**src/rtl/phy_probe_pkg.sv**
```systemverilog
package phy_probe_pkg;

  localparam logic [4:0] ADDR_CTRL    = 5'd0;
  localparam logic [4:0] ADDR_STAT    = 5'd1;
  localparam logic [4:0] ADDR_IDHI    = 5'd2;
  localparam logic [4:0] ADDR_IDLO    = 5'd3;
  localparam logic [4:0] ADDR_PARTNER = 5'd5;

  localparam int BIT_AN_ON   = 12;
  localparam int BIT_AN_DONE = 5;
  localparam int BIT_F100    = 8;
  localparam int BIT_H100    = 7;
  localparam int BIT_F10     = 6;

  typedef enum logic [3:0] {
    S_IDLE, S_RD_IDHI, S_RD_IDLO, S_CHK_ID, S_RD_CTRL,
    S_RD_DUMMY, S_POLL_GATE, S_RD_STAT, S_RD_PARTNER
  } probe_state_t;

  typedef struct packed {
    logic fast;
    logic full;
  } link_mode_t;

  function automatic logic [31:0] form_identity(logic [15:0] hi, logic [15:0] lo);
    return {hi, lo & 16'hFFF0};
  endfunction

  function automatic logic [31:0] strip_revision(logic [31:0] id);
    return id & 32'hFFFF_FFF0;
  endfunction

  // ab[2] = 100 full, ab[1] = 100 half, ab[0] = 10 full
  function automatic link_mode_t pick_mode(logic [2:0] ab);
    link_mode_t m;
    if (ab[2])      m = '{fast: 1'b1, full: 1'b1};
    else if (ab[1]) m = '{fast: 1'b1, full: 1'b0};
    else if (ab[0]) m = '{fast: 1'b0, full: 1'b1};
    else            m = '{fast: 1'b0, full: 1'b0};
    return m;
  endfunction

endpackage

```
**src/rtl/probe_id_match.sv**
```systemverilog
module probe_id_match
  import phy_probe_pkg::*;
(
  input  logic [15:0] id_hi,
  input  logic [15:0] id_lo,
  input  logic [31:0] expected_id,
  output logic        id_ok
);
  logic [31:0] seen_id;
  logic [31:0] want_id;

  always_comb begin
    seen_id = form_identity(id_hi, id_lo);
    want_id = strip_revision(expected_id);
    id_ok   = (seen_id == want_id);
  end
endmodule

```
**src/rtl/probe_ability_resolve.sv**
```systemverilog
module probe_ability_resolve
  import phy_probe_pkg::*;
(
  input  logic [2:0] abilities,
  output logic       mode_fast,
  output logic       mode_full
);
  link_mode_t m;

  always_comb begin
    m         = pick_mode(abilities);
    mode_fast = m.fast;
    mode_full = m.full;
  end
endmodule

```
**src/rtl/probe_poll_timer.sv**
```systemverilog
module probe_poll_timer #(
  parameter int TMO_W = 16
) (
  input  logic             clk,
  input  logic             rst_n,
  input  logic             load,
  input  logic [TMO_W-1:0] load_val,
  input  logic             dec,
  output logic             budget_left
);
  localparam logic [TMO_W-1:0] ONE = TMO_W'(1);

  logic [TMO_W-1:0] count_q;

  always_ff @(posedge clk or negedge rst_n) begin
    if (!rst_n)    count_q <= '0;
    else if (load) count_q <= load_val;
    else if (dec)  count_q <= count_q - ONE;
  end

  assign budget_left = (count_q > ONE);

  // a load captures the requested budget
  a_r4_load_value: assert property (@(posedge clk) disable iff (!rst_n)
    load |=> (count_q == $past(load_val)));

  // a decrement removes exactly one poll from the budget
  a_r4_dec_by_one: assert property (@(posedge clk) disable iff (!rst_n)
    (dec && !load) |=> (count_q == $past(count_q) - ONE));
endmodule

```
**src/rtl/phy_probe_seq.sv**
```systemverilog
module phy_probe_seq
  import phy_probe_pkg::*;
#(
  parameter int TMO_W = 16
) (
  input  logic             clk,
  input  logic             rst_n,
  input  logic             start,
  input  logic [31:0]      expected_id,
  input  logic [TMO_W-1:0] timeout_cnt,
  output logic             reg_req,
  output logic [4:0]       reg_addr,
  input  logic             reg_ack,
  input  logic [15:0]      reg_rdata,
  output logic             done,
  output logic             error,
  output logic             speed_100,
  output logic             full_duplex,
  output logic             mgmt_en
);

  probe_state_t state_q;
  logic [15:0]  id_hi_q, id_lo_q;

  // named internal events
  logic start_accept, ack_fire, id_ok, budget_left, poll_dec;
  logic an_enabled, an_complete, res_fast, res_full;
  logic finish_ok, finish_fail, finish_keep;

  assign start_accept = start && (state_q == S_IDLE);
  assign ack_fire     = reg_req && reg_ack;
  assign an_enabled   = reg_rdata[BIT_AN_ON];
  assign an_complete  = reg_rdata[BIT_AN_DONE];
  assign poll_dec     = (state_q == S_POLL_GATE) && budget_left;

  probe_id_match u_idm (
    .id_hi      (id_hi_q),
    .id_lo      (id_lo_q),
    .expected_id(expected_id),
    .id_ok      (id_ok)
  );

  probe_ability_resolve u_res (
    .abilities({reg_rdata[BIT_F100], reg_rdata[BIT_H100], reg_rdata[BIT_F10]}),
    .mode_fast(res_fast),
    .mode_full(res_full)
  );

  probe_poll_timer #(.TMO_W(TMO_W)) u_tmr (
    .clk        (clk),
    .rst_n      (rst_n),
    .load       (start_accept),
    .load_val   (timeout_cnt),
    .dec        (poll_dec),
    .budget_left(budget_left)
  );

  // request side: one read in flight, address held by state
  always_comb begin
    reg_req  = 1'b1;
    reg_addr = ADDR_CTRL;
    unique case (state_q)
      S_RD_IDHI:    reg_addr = ADDR_IDHI;
      S_RD_IDLO:    reg_addr = ADDR_IDLO;
      S_RD_CTRL:    reg_addr = ADDR_CTRL;
      S_RD_DUMMY,
      S_RD_STAT:    reg_addr = ADDR_STAT;
      S_RD_PARTNER: reg_addr = ADDR_PARTNER;
      default:      reg_req  = 1'b0;
    endcase
  end

  // exit classification
  always_comb begin
    finish_fail = ((state_q == S_CHK_ID) && !id_ok) ||
                  ((state_q == S_POLL_GATE) && !budget_left);
    finish_keep = (state_q == S_RD_CTRL) && ack_fire && !an_enabled;
    finish_ok   = finish_keep || ((state_q == S_RD_PARTNER) && ack_fire);
  end

  always_ff @(posedge clk or negedge rst_n) begin
    if (!rst_n) begin
      state_q     <= S_IDLE;
      id_hi_q     <= '0;
      id_lo_q     <= '0;
      done        <= 1'b0;
      error       <= 1'b0;
      mgmt_en     <= 1'b0;
      speed_100   <= 1'b0;
      full_duplex <= 1'b0;
    end else begin
      done <= 1'b0;
      if (finish_ok || finish_fail) begin
        done    <= 1'b1;
        error   <= finish_fail;
        mgmt_en <= 1'b0;
        state_q <= S_IDLE;
        if (finish_ok && !finish_keep) begin
          speed_100   <= res_fast;
          full_duplex <= res_full;
        end
      end else begin
        unique case (state_q)
          S_IDLE: if (start_accept) begin
            error   <= 1'b0;
            mgmt_en <= 1'b1;
            state_q <= S_RD_IDHI;
          end
          S_RD_IDHI: if (ack_fire) begin
            id_hi_q <= reg_rdata;
            state_q <= S_RD_IDLO;
          end
          S_RD_IDLO: if (ack_fire) begin
            id_lo_q <= reg_rdata;
            state_q <= S_CHK_ID;
          end
          S_CHK_ID:    state_q <= S_RD_CTRL;
          S_RD_CTRL:   if (ack_fire) state_q <= S_RD_DUMMY;
          S_RD_DUMMY:  if (ack_fire) state_q <= S_POLL_GATE;
          S_POLL_GATE: state_q <= S_RD_STAT;
          S_RD_STAT:   if (ack_fire) state_q <= an_complete ? S_RD_PARTNER : S_POLL_GATE;
          default:     state_q <= state_q;
        endcase
      end
    end
  end

  // request held with stable address until acknowledged
  a_r6_hold_request: assert property (@(posedge clk) disable iff (!rst_n)
    (reg_req && !reg_ack) |=> (reg_req && $stable(reg_addr)));

  // completion pulse lasts one cycle
  a_r7_done_single: assert property (@(posedge clk) disable iff (!rst_n)
    done |=> !done);

  // error moves only at completion or after an accepted start
  a_r7_error_hold: assert property (@(posedge clk) disable iff (!rst_n)
    !done |-> ($stable(error) || $past(start_accept)));

  // management released when the probe reports
  a_r8_mgmt_low_at_done: assert property (@(posedge clk) disable iff (!rst_n)
    done |-> !mgmt_en);

  // no request without management enabled
  a_r8_req_needs_mgmt: assert property (@(posedge clk) disable iff (!rst_n)
    reg_req |-> mgmt_en);

  // an identity mismatch ends the probe with error
  a_r1_mismatch_fails: assert property (@(posedge clk) disable iff (!rst_n)
    ((state_q == S_CHK_ID) && !id_ok) |=> (done && error));

  // exhausted budget ends the probe with error
  a_r4_budget_fails: assert property (@(posedge clk) disable iff (!rst_n)
    ((state_q == S_POLL_GATE) && !budget_left) |=> (done && error));

  // link mode only changes at completion
  a_r2_mode_stable: assert property (@(posedge clk) disable iff (!rst_n)
    !done |-> ($stable(speed_100) && $stable(full_duplex)));

  // a start while busy does not restart the read chain
  a_r9_busy_start_ignored: assert property (@(posedge clk) disable iff (!rst_n)
    (start && (state_q != S_IDLE) && (state_q != S_RD_IDHI)) |=> (state_q != S_RD_IDHI));

endmodule

```
**config.mk**
```make
export PLATFORM = sky130hd
export DESIGN_NAME = phy_probe_seq
export DESIGN_NICKNAME = d
export VERILOG_FILES = /design/src/rtl/phy_probe_pkg.sv /design/src/rtl/probe_id_match.sv /design/src/rtl/probe_ability_resolve.sv /design/src/rtl/probe_poll_timer.sv /design/src/rtl/phy_probe_seq.sv
export SDC_FILE = /design/constraint.sdc
export NUM_CORES = 1
export LEC_CHECK = 0
export ABC_AREA = 0
export BUFFER_PORTS_ARGS = -buffer_cell sky130_fd_sc_hd__buf_2
export CAP_MARGIN = 20
export CORE_MARGIN = 2
export CORE_UTILIZATION = 53
export CTS_BUF_LIST = sky130_fd_sc_hd__clkbuf_8 sky130_fd_sc_hd__clkbuf_16
export CTS_CLUSTER_DIAMETER = 150
export DETAILED_ROUTE_END_ITERATION = 10
export PLACE_DENSITY = 0.8
export SKIP_LAST_GASP = 1
export SYNTH_ARGS = -nofsm -noshare
export SYNTH_HDL_FRONTEND = slang
export SYNTH_SLANG_ARGS = --single-unit
```
**constraint.sdc**
```tcl
create_clock -name clk -period 2.8 [get_ports clk]
set_input_delay 0.14 -clock clk [delete_from_list [all_inputs] [get_ports clk]]
set_output_delay 0.14 -clock clk [all_outputs]
set_load 0.05 [all_outputs]
```
==> summary.txt, run 1 <==
CTS
  – Resized cells post-CTS: 0
  – Post-CTS Setup Repair Bufs: 0
  – Clock buffer count from CTS: 5
  – Clk buf depth: 2
  – Clock root buffer: clkbuf_8
  – Clock sinks: 53
  – Clock Pin Slew Worst Setup and Hold Paths: 0.09 ns
  – CTS HTree Levels: 2
  – CTS tree: done
  – Post-cts hold buffer count: 1
  – Worst-skew pair later-pin latency: 0.31 ns

Worst setup path
  – Critical Path Fanout Max: 10
  – Setup slack, reg-to-reg: 0.58 ns
  – Worst setup SP type: flip-flop
  – WP data arrival: 2.46 ns
  – Reg2reg start: u_tmr.count_q[0]
  – RR Endpoint: u_tmr.count_q[10]
  – WP data required: 3.04 ns
  – Worst setup path category: reg -> reg
  – FF-to-FF path depth: 6
  – Critical Path Sink Type: flip-flop

Timing
  – Worst-Margin Slew: 0.667 ns
  – Hold WS: 0.0230 ns
  – Skew final: 0.00716 ns
  – Final period util: 0.793
  – Normalized max-slew margin: 0.551
  – Final setup fails: 0
  – Setup tns final: 0 ns
  – Slew Limit Fails: 0
  – RSZ-0062 raised after global routing: no
  – Endpoints failing hold: 0
  – Maximum clock rate: 450 MHz
  – Tmin final: 2.22 ns
  – Setup slack after layout: 0.579 ns

Hold path
  – Hold crit path type: in -> reg
  – WHS Endpoint: u_tmr.count_q[6]
  – Hold_sp: timeout_cnt[6]
  – Hold Crit Depth: 3

GRT
  – Met2 Use GR: 0.362
  – Vias in the first global route: 2349
  – GRT met3 Usage: 0.0364
  – Pin count of the biggest net entering global routing: 37
  – First-pass GRT wire length: 10900 µm
  – Met1 Resource Use GR: 0.309
  – Initial antenna violation count: 0
  – Busiest grt layer: met2
  – Total congestion overflow: 0
  – Total track usage: 0.225

Die
  – Die Span X: 79.2 µm
  – Initial core utilization: 0.548
  – Row cnt: 27
  – Die Y: 79.2 µm
  – # IOs: 79
  – CORE AREA: 0.00547 mm²
  – Die Area: 0.00627 mm²

Synthesis
  – Sequential fraction of the synthesis area: 0.443
  – Synthesized area: 0.00300 mm²
  – #FFs+latches synth: 53
  – Post-synth EDFFs: 0
  – Ys Warns: 0
  – Mean post-synth cell area: 10.6 µm²
  – Primary FF master, synth: dfrtp_1
  – Syn Inst Count: 283
  – Asr flop ratio synth: 1.00
  – Synth unique cells: 54

Finish
  – Multi-input gate area: 0.00156 mm²
  – Commonest cells after routing, fill and taps aside: 72 x buf_2, 53 x dfrtp_1, 26 x xnor2_1
  – Area delta synth->final: 17.5%
  – Register Area: 0.00133 mm²
  – Nets: 424
  – Most common cell after layout, fill and taps aside: buf_2
  – Ant diodes: 0
  – Fillers: 456
  – Fraction of layout cells with a size suffix above 1: 0.335

Route
  – Routed vias/inst: 5.50
  – Antenna-violating nets left: 0
  – Routed vias: 2350
  – Final wirelength: 6430 µm
  – 1st-pass router iterations: 4
  – Post-route DRC: 0
  – Wirelength per Cell: 15.1 µm
  – DR iter-0 viols: 107

Power
  – Pwr per Cell Area: 1060 mW/mm²
  – Worst IR Drop VDD: 654 µV
  – Static Leak: 1.54 nW
  – Pwr Total: 3.72 mW

Status
  – Status: complete, no violations

Placement
  – Post-detailed-placement half-perimeter wirelength: 4760 µm
  – DP Worst Slack: 0.694 ns
  – GPL Wtd Cong: 0.854
  – Number of port buffers: 72

Job
  – Max-cap viol count: 0
[Yosys cell counts (4+ instances only)]
cell / n / area [µm²]
nand3_1: 8 / 40.0
xor2_1: 15 / 131
or3_1: 7 / 43.8
nand2_1: 22 / 82.6
nor2_1: 12 / 45.0
inv_1: 4 / 15.0
nor3_1: 9 / 45.0
xnor2_1: 26 / 228
clkbuf_1: 7 / 26.3
o21ai_1: 8 / 40.0
o21ai_0: 8 / 40.0
dfrtp_1: 53 / 1330
mux2_2: 24 / 270
nor4_1: 7 / 43.8
or4_1: 4 / 30.0
nand4_1: 6 / 37.5
buf_4: 4 / 30.0
a21oi_1: 7 / 35.0
[per-layer routing]
layer	up-vias	part of all wire	wire length, µm
li1	1161	-	-
met1	1118	0.48	3080
met3	8	0.041	264
met2	63	0.46	2980
met5	-	0	0
met4	0	0.018	114
[area by class of cell]
cell class / count / share of cell area
Inverter: 4 / 0.00427
Multi-Input combinational cell: 211 / 0.442
Clock buffer: 6 / 0.0235
Timing Repair Buffer: 79 / 0.118
Clock inverter: 2 / 0.00960
Tap cell: 72 / 0.0256
Sequential cell: 53 / 0.377
[worst max path at each step]
stage | to | depth (start not counted) | slack (ns) | from
6_report | u_tmr.count_q[10] | 6 | 0.58 | u_tmr.count_q[0]
5_1_grt | u_tmr.count_q[10] | 6 | 0.44 | u_tmr.count_q[0]
4_1_cts | u_tmr.count_q[11] | 6 | 0.65 | u_tmr.count_q[0]
3_5_place_dp | u_tmr.count_q[11] | 6 | 0.69 | u_tmr.count_q[0]
3_3_place_gp | u_tmr.count_q[10] | 6 | 0.75 | u_tmr.count_q[0]
2_1_floorplan | reg_addr[0] | 3 | 0.64 | state_q[1]
[flip-flops by register name (all words and copies together), names as in the netlist]
register and flops:
done 1, error 1, full_duplex 1, id_hi_q 16
id_lo_q 12, mgmt_en 1, speed_100 1, state_q 4
u_tmr.count_q 16
[logic make-up after synthesis]
family,synth area share
flops,0.443
fa+ha+maj,0.00835
simple gates,0.181
compound gates,0.110
buf+inv,0.0392
xor+xnor,0.120
other cells,0.00125
mux,0.0977
[worst max-delay path, cell delays in order, from the launching register on]
cell	delay (ns)
dfrtp_1	0.42
inv_1	0.06
ha_1	0.23
o21ai_0	0.56
o21ai_2	0.27
or4_1	0.44
a31oi_1	0.17
[power breakdown]
group	switching, mW	internal [mW]
registers	0.368	1.14
logic	0.923	0.748
clock network	0.252	0.288
[per-stage QoR]
step	utilization	instance area [µm²]	std cells
2_1_floorplan	-	3000	284
3_3_place_gp	0.620	3390	418
3_5_place_dp	0.620	3390	418
4_1_cts	0.643	3520	427
5_1_grt	0.643	3520	427
6_report	0.643	3520	427
(Power assumes the default switching activity.)
==> run 2: changes to the inputs <==
--- a/config.mk
+++ b/config.mk
@@ -5,15 +5,15 @@
 export SDC_FILE = /design/constraint.sdc
 export NUM_CORES = 1
 export LEC_CHECK = 0
-export ABC_AREA = 0
+export ABC_AREA = 1
 export BUFFER_PORTS_ARGS = -buffer_cell sky130_fd_sc_hd__buf_2
 export CAP_MARGIN = 20
 export CORE_MARGIN = 2
-export CORE_UTILIZATION = 53
+export CORE_UTILIZATION = 55
 export CTS_BUF_LIST = sky130_fd_sc_hd__clkbuf_8 sky130_fd_sc_hd__clkbuf_16
 export CTS_CLUSTER_DIAMETER = 150
 export DETAILED_ROUTE_END_ITERATION = 10
-export PLACE_DENSITY = 0.8
+export PLACE_DENSITY = 0.81
 export SKIP_LAST_GASP = 1
 export SYNTH_ARGS = -nofsm -noshare
 export SYNTH_HDL_FRONTEND = slang
==> constraint.sdc (replaced) <==
create_clock -name clk -period 2.1 [get_ports clk]
set_input_delay 0.105 -clock clk [delete_from_list [all_inputs] [get_ports clk]]
set_output_delay 0.105 -clock clk [all_outputs]
set_load 0.05 [all_outputs]
==> run 2 against run 1 <==
Against the previous run: via count rose by 44%; register-to-register slack got worse by 0.52 ns; utilization increased by 1.6 points; global-route usage increased by 1.9 points.
==> summary.txt, run 2 <==
Status
  – Status: complete, no violations

Route
  – DR iter-0 viols: 178 (+66%)
  – Wirelength per Cell: 12.6 µm (-16%)
  – Post-route DRC: 0 (unchanged)
  – Routed vias: 3382 (+44%)
  – Routed vias/inst: 5.11 (-7.2%)
  – Final wirelength: 8330 µm (+29%)
  – 1st-pass router iterations: 5 (+1)
  – Antenna-violating nets left: 0 (unchanged)

Die
  – # IOs: 79 (unchanged)
  – Die Span X: 84.1 µm (+6.2%)
  – Die Area: 0.00707 mm² (+13%)
  – Row cnt: 29 (+7.4%)
  – Die Y: 84.1 µm (+6.2%)
  – Initial core utilization: 0.562 (+0.0147)
  – CORE AREA: 0.00628 mm² (+15%)

GRT
  – Total track usage: 0.244 (+0.0190)
  – GRT met3 Usage: 0.0346 (-0.00174)
  – Vias in the first global route: 3195 (+36%)
  – Busiest grt layer: met2
  – Initial antenna violation count: 0 (unchanged)
  – Met1 Resource Use GR: 0.313 (+0.00380)
  – Met2 Use GR: 0.435 (+0.0732)
  – Total congestion overflow: 0 (unchanged)
  – First-pass GRT wire length: 14100 µm (+29%)
  – Pin count of the biggest net entering global routing: 23 (-38%)

Synthesis
  – Synth cell count leaders: 174 x nand2_1, 73 x inv_1, 53 x dfrtp_1
  – Post-synth top area share: 0.376 (-0.0668)
  – Asr flop ratio synth: 1.00 (unchanged)
  – Leading area contributor after synthesis: dfrtp_1
  – Synthesized area: 0.00353 mm² (+18%)
  – Syn Inst Count: 508 (+80%)
  – Post-synth EDFFs: 0 (unchanged)
  – Mean post-synth cell area: 6.95 µm² (-34%)
  – Most frequent cell after synthesis: nand2_1
  – #FFs+latches synth: 53 (unchanged)
  – Primary FF master, synth: dfrtp_1
  – Sequential fraction of the synthesis area: 0.376 (-0.0668)
  – Synth unique cells: 37 (-31%)
  – Leading post-synthesis cells by cell area: dfrtp_1 38%, nand2_1 19%, inv_1 7.8%, nand3_1 6.4%, nor2_1 3.9%
  – Ys Warns: 0 (unchanged)

CTS
  – Post-CTS Setup Repair Bufs: 0 (unchanged)
  – Clock Pin Slew Worst Setup and Hold Paths: 0.10 ns (about the same)
  – CTS tree: done
  – Worst-skew pair later-pin latency: 0.31 ns (about the same)
  – Clock buffer count from CTS: 5 (unchanged)
  – Clk buf depth: 2 (unchanged)
  – CTS HTree Levels: 2 (unchanged)
  – Clock root buffer: clkbuf_8
  – Clock sinks: 53 (unchanged)

Power
  – Pwr Total: 5.92 mW (+59%)
  – Pwr per Cell Area: 1430 mW/mm² (+35%)
  – Worst IR Drop VDD: 833 µV (+27%)
  – Reg power frac: 0.319 (-0.087)
  – Pint: 2.95 mW (+35%)
  – Static Leak: 2.29 nW (+49%)
  – Sw Share: 0.501 (+0.0869)
  – Comb power frac: 0.581 (+0.132)
  – Net switching power: 2.97 mW (+92%)
  – Clk pwr share: 0.099 (-0.046)

Worst setup path
  – Buf+Inv Stages, Crit Path: 3 (+2)
  – CP max stage cell: dfrtp_1
  – Critical Path Fanout Max: 16 (+6)
  – Worst setup path category: reg -> reg
  – WP data arrival: 2.29 ns (-0.17 ns)
  – Cell family with most CP delay: simple AND/OR/NAND/NOR gates
  – WP data required: 2.35 ns (-0.69 ns)
  – Worst setup SP type: flip-flop
  – CP peak stage delay: 0.41 ns (-0.15 ns)
  – Critical Path, Cell by Cell: inv_1 -> ha_1 -> inv_1 -> nor2_2 -> nand2_2 -> a21oi_4 -> nand2_2 -> nand4_4 -> buf_12 -> nand3_1 -> nand2_1
  – Critical Path Sink Type: flip-flop

Placement
  – GPL Wtd Cong: 0.877 (+2.7%)
  – Number of port buffers: 72 (unchanged)
  – Post-detailed-placement half-perimeter wirelength: 6230 µm (+31%)

Timing
  – Final period util: 0.971 (+0.177)
  – Endpoints failing hold: 0 (unchanged)
  – Tmin final: 2.04 ns (-0.183 ns)
  – Slew Limit Fails: 0 (unchanged)
  – Setup tns final: 0 ns (unchanged)
  – Maximum clock rate: 491 MHz (+9.0%)
  – Skew final: 0.00654 ns (-0.000623 ns)
  – Final setup fails: 0 (unchanged)
  – RSZ-0062 raised after global routing: yes

Finish
  – Ant diodes: 0 (unchanged)
  – Most common cell after layout, fill and taps aside: nand2_1
  – Top Registers: id_hi_q (16), u_tmr.count_q (16), id_lo_q (12)
  – Commonest cells after routing, fill and taps aside: 173 x nand2_1, 74 x inv_1, 71 x buf_2
  – Area delta synth->final: 17.3%
  – Fraction of layout cells with a size suffix above 1: 0.234 (-0.101)
  – Nets: 654 (+54%)

Hold path
  – Hold crit path type: in -> reg

Job
  – Max-cap viol count: 0 (unchanged)
-- run 2: worst register-to-register path, cell delays in order, from the launching register on --
cell and delay (ns):
dfrtp_1 0.41, inv_1 0.12, ha_1 0.21, inv_1 0.10, nor2_2 0.15, nand2_2 0.12, a21oi_4 0.20, nand2_2 0.15
nand4_4 0.17, buf_12 0.16, nand3_1 0.10, nand2_1 0.08
-- run 2: path summary, 6_finish.rpt --
kind,start,endpoint,slack [ns],cells past startpoint
max,u_tmr.count_q[0],id_hi_q[11],0.06,11
min,reg_rdata[1],id_hi_q[1],0.02,3
max reg2reg,u_tmr.count_q[0],id_hi_q[11],0.06,11
min reg2reg,id_hi_q[15],id_hi_q[15],0.50,2
max in group asynchronous,rst_n,id_hi_q[12],1.22,3
min in group asynchronous,rst_n,id_lo_q[6],0.26,2
-- run 2: per-stage QoR --
stage	cell area, µm²	util	std cells	hold WS (ns)	setup slack (ns)
2_1_floorplan	3530	-	509	-0.191	0.229
6_report	4140	0.660	662	0.0181	0.0619
3_5_place_dp	3990	0.635	653	0.0637	-0.0168
5_1_grt	4140	0.660	662	0.0251	-0.0541
4_1_cts	4100	0.653	662	0.0181	0.0414
3_3_place_gp	3990	0.635	653	0.0566	0.0356
-- run 2: final cells by class --
type                       count  area [µm²]
clock inverter                 3        18.8
tap                           77        96.3
sequential                    53        1330
inverter                      86         325
clock buffer                   5        68.8
timing repair buffer          82         457
fill                         549        2140
multi-input combinational    356        1850
-- run 2: cells by family (layout without fill, tap and decap cells) --
logic type	count (synthesis)	after routing	share of synthesized area
compound gates	53	53	0.105
xor+xnor	10	10	0.0248
fa+ha+maj	2	2	0.00709
buf+inv	100	176	0.115
flops	53	53	0.376
other cells	1	2	0.00106
simple gates	289	289	0.371
-- run 2: power by group through the flow --
stage               logic, mW  clock network [mW]  registers (mW)
global route             3.86               0.632            1.96
global placement         3.23                   0            1.87
floorplan                2.49                   0            1.97
detailed placement       3.34                   0            1.89
finish                   3.44               0.587            1.89
CTS                      3.38               0.595            1.88
-- run 2: timing repair --
item | CTS | global route
cloned | 0 | 0
resized for setup | 3 | 9
endpoints found under the hold margin | 15 | 0
setup endpoints to repair | 14 | 39
pin swaps | 0 | 1
hold buffers | 1 | 0
-- run 2: routing by layer --
| layer | vias to the layer above | share of wire |
|---|---|---|
| met3 | 10 | 0.044 |
| met1 | 1545 | 0.43 |
| met4 | 0 | 0.012 |
| met5 | - | 0 |
| li1 | 1725 | - |
| met2 | 102 | 0.51 |
==> run 3: changes to the inputs <==
--- a/config.mk
+++ b/config.mk
@@ -8,7 +8,6 @@
 export ABC_AREA = 1
 export BUFFER_PORTS_ARGS = -buffer_cell sky130_fd_sc_hd__buf_2
 export CAP_MARGIN = 20
-export CORE_MARGIN = 2
 export CORE_UTILIZATION = 55
 export CTS_BUF_LIST = sky130_fd_sc_hd__clkbuf_8 sky130_fd_sc_hd__clkbuf_16
 export CTS_CLUSTER_DIAMETER = 150
@@ -18,3 +17,4 @@
 export SYNTH_ARGS = -nofsm -noshare
 export SYNTH_HDL_FRONTEND = slang
 export SYNTH_SLANG_ARGS = --single-unit
+export TNS_END_PERCENT = 100
==> constraint.sdc (replaced) <==
create_clock -name clk -period 2.1 [get_ports clk]
set_input_delay 0.105 -clock clk [delete_from_list [all_inputs] [get_ports clk]]
set_output_delay 0.105 -clock clk [all_outputs]
set_load 0.02 [all_outputs]
==> run 3 against run 2 <==
Against the previous run: register-to-register slack improved by 0.099 ns; largest cell class unchanged; highest routed layer unchanged; critical path type unchanged; sequential power about the same; first-iteration DRC count up 48%.
==> summary.txt, run 3 (synthesis gave the netlist of run 2 again) <==
Die
  – Initial core utilization: 0.582 (+0.0201)
  – Die Area: 0.00674 mm² (-4.7%)
  – Row cnt: 28 (-3.4%)
  – Die Span X: 82.1 µm (-2.4%)
  – # IOs: 79 (unchanged)
  – CORE AREA: 0.00606 mm² (-3.4%)
  – Die Y: 82.1 µm (-2.4%)

Power
  – Pwr per Cell Area: 1390 mW/mm² (-2.4%)
  – Pwr Total: 5.81 mW (-1.9%)
  – Reg power frac: 0.323 (+0.004)
  – Sw Share: 0.465 (-0.0367)
  – Comb power frac: 0.553 (-0.028)
  – Worst IR Drop VDD: 856 µV (+2.7%)
  – Pint: 3.11 mW (+5.4%)
  – Net switching power: 2.70 mW (-9.0%)
  – Clk pwr share: 0.124 (+0.025)
  – Static Leak: 2.33 nW (+1.5%)

Placement
  – DP Worst Slack: 0.0259 ns (+0.0427 ns)
  – Placed Instances: 653 (unchanged)
  – Number of port buffers: 72 (unchanged)
  – Placed inst area: 0.00400 mm² (+0.31%)
  – Post-detailed-placement half-perimeter wirelength: 6140 µm (-1.5%)
  – GPL Wtd Cong: 0.898 (+2.4%)

Route
  – DR iter-0 viols: 263 (+48%)
  – Final wirelength: 8210 µm (-1.5%)
  – Wirelength per Cell: 12.4 µm (-1.6%)
  – 1st-pass router iterations: 5 (unchanged)
  – Routed vias: 3443 (+1.8%)
  – Antenna-violating nets left: 0 (unchanged)
  – Post-route DRC: 0 (unchanged)
  – Routed vias/inst: 5.19 (+1.7%)

GRT
  – First-pass GRT wire length: 13400 µm (-5.0%)
  – Total congestion overflow: 0 (unchanged)
  – Vias in the first global route: 3064 (-4.1%)
  – Total track usage: 0.260 (+0.0159)
  – Initial antenna violation count: 0 (unchanged)
  – Pin count of the biggest net entering global routing: 27 (+17%)

Worst setup path
  – Worst Setup SP: u_tmr.count_q[0]
  – Worst setup path category: reg -> reg
  – Reg2reg start: u_tmr.count_q[0]
  – Worst setup SP type: flip-flop
  – Critical Path Sink Type: flip-flop
  – WP data arrival: 2.19 ns (-0.10 ns)
  – WP data required: 2.35 ns (about the same)
  – Critical Path Sink: id_hi_q[12]
  – Setup slack, reg-to-reg: 0.16 ns (+0.10 ns)
  – Critical Path Fanout Max: 9 (-7)
  – RR Endpoint: id_hi_q[12]
  – FF-to-FF path depth: 11 (unchanged)

CTS
  – CTS HTree Levels: 2 (unchanged)
  – CTS tree: done
  – Clock root buffer: clkbuf_8
  – Clk buf depth: 2 (unchanged)
  – Clock sinks: 53 (unchanged)
  – Worst-skew pair later-pin latency: 0.31 ns (about the same)
  – Clock buffer count from CTS: 5 (unchanged)
  – Clock Pin Slew Worst Setup and Hold Paths: 0.09 ns (about the same)

Timing
  – Worst-Margin Slew: 0.596 ns
  – Setup tns final: 0 ns (unchanged)
  – Final setup fails: 0 (unchanged)
  – Maximum clock rate: 516 MHz (+5.1%)
  – Skew final: 0.0138 ns (+0.00727 ns)
  – Hold WS: 0.0132 ns (-0.00495 ns)
  – Tmin final: 1.94 ns (-0.0991 ns)
  – Normalized max-slew margin: 0.602
  – Final period util: 0.923 (-0.0472)
  – Setup slack after layout: 0.161 ns (+0.0991 ns)
  – Slew Limit Fails: 0 (unchanged)
  – Endpoints failing hold: 0 (unchanged)

Finish
  – Most common cell after layout, fill and taps aside: nand2_1
  – Fillers: 532 (-3.1%)
  – Commonest cells after routing, fill and taps aside: 173 x nand2_1, 73 x inv_1, 72 x buf_2
  – Area delta synth->final: 18.0%
  – Fraction of layout cells with a size suffix above 1: 0.236 (+0.00221)
  – Core Util, Final: 0.687 (+0.0277)
  – Top Registers: id_hi_q (16), u_tmr.count_q (16), id_lo_q (12)
  – Nets: 657 (+0.46%)
  – Post-layout instance area: 0.00417 mm² (+0.60%)
  – Ant diodes: 0 (unchanged)
  – Final std cells w/o fill: 663 (+0.15%)

Hold path
  – Hold crit path type: in -> reg
  – Hold Crit Depth: 3 (unchanged)

Job
  – Max-cap viol count: 0 (unchanged)

Status
  – Status: complete, no violations
## run 3: final cells by class
class | instances | area [µm²] | area share
Timing Repair Buffer | 85 | 473 | 0.114
Sequential cell | 53 | 1330 | 0.318
Multi-Input combinational cell | 356 | 1830 | 0.439
Tap cell | 75 | 93.8 | 0.0225
Clock inverter | 2 | 33.8 | 0.00811
Inverter | 86 | 329 | 0.0790
Clock buffer | 6 | 82.6 | 0.0198
## run 3: how the worst min path moves through the flow
stage              startpoint           endpoint  slack [ns]
3_5_place_dp            rst_n  u_tmr.count_q[12]        0.14
4_1_cts          reg_rdata[2]         id_hi_q[2]        0.01
3_3_place_gp            rst_n  u_tmr.count_q[11]        0.15
5_1_grt        timeout_cnt[8]   u_tmr.count_q[8]        0.02
2_1_floorplan           rst_n               done       -0.19
6_report       timeout_cnt[8]   u_tmr.count_q[8]        0.01
## run 3: power groups by stage
stage                     registers, mW  clock network [mW]  logic [mW]
final                              1.88               0.721        3.21
after global placement             1.87                   0        3.03
after detailed placement           1.89                   0        3.12
after CTS                          1.87               0.736        3.17
after floorplan                    1.87                   0        2.36
after global routing               1.94               0.770        3.60
## run 3: what timing repair did
item / 4_1_cts / 5_1_grt
setup endpoints to repair: 2 / 29
gates resized for setup: 2 / 6
setup buffers: 1 / 0
gates cloned: 0 / 0
hold buffers: 1 / 0
hold endpoints to repair: 24 / 0
pin swaps: 0 / 1
## run 3: routing by layer
layer | global-route usage | part of all wire
met5 | 0 | 0
met4 | 0.0737 | 0.013
met3 | 0.0385 | 0.060
met2 | 0.436 | 0.48
met1 | 0.350 | 0.45
## run 3: critical path, stage by stage, from the launching register on
cell and delay (ns):
dfrtp_1 0.41, inv_1 0.12, ha_1 0.20, inv_1 0.09, nor2_2 0.14, nand2_2 0.11
a21oi_4 0.18, nand2_2 0.13, nand4_4 0.16, buf_4 0.18, nand3_1 0.09, nand2_1 0.08
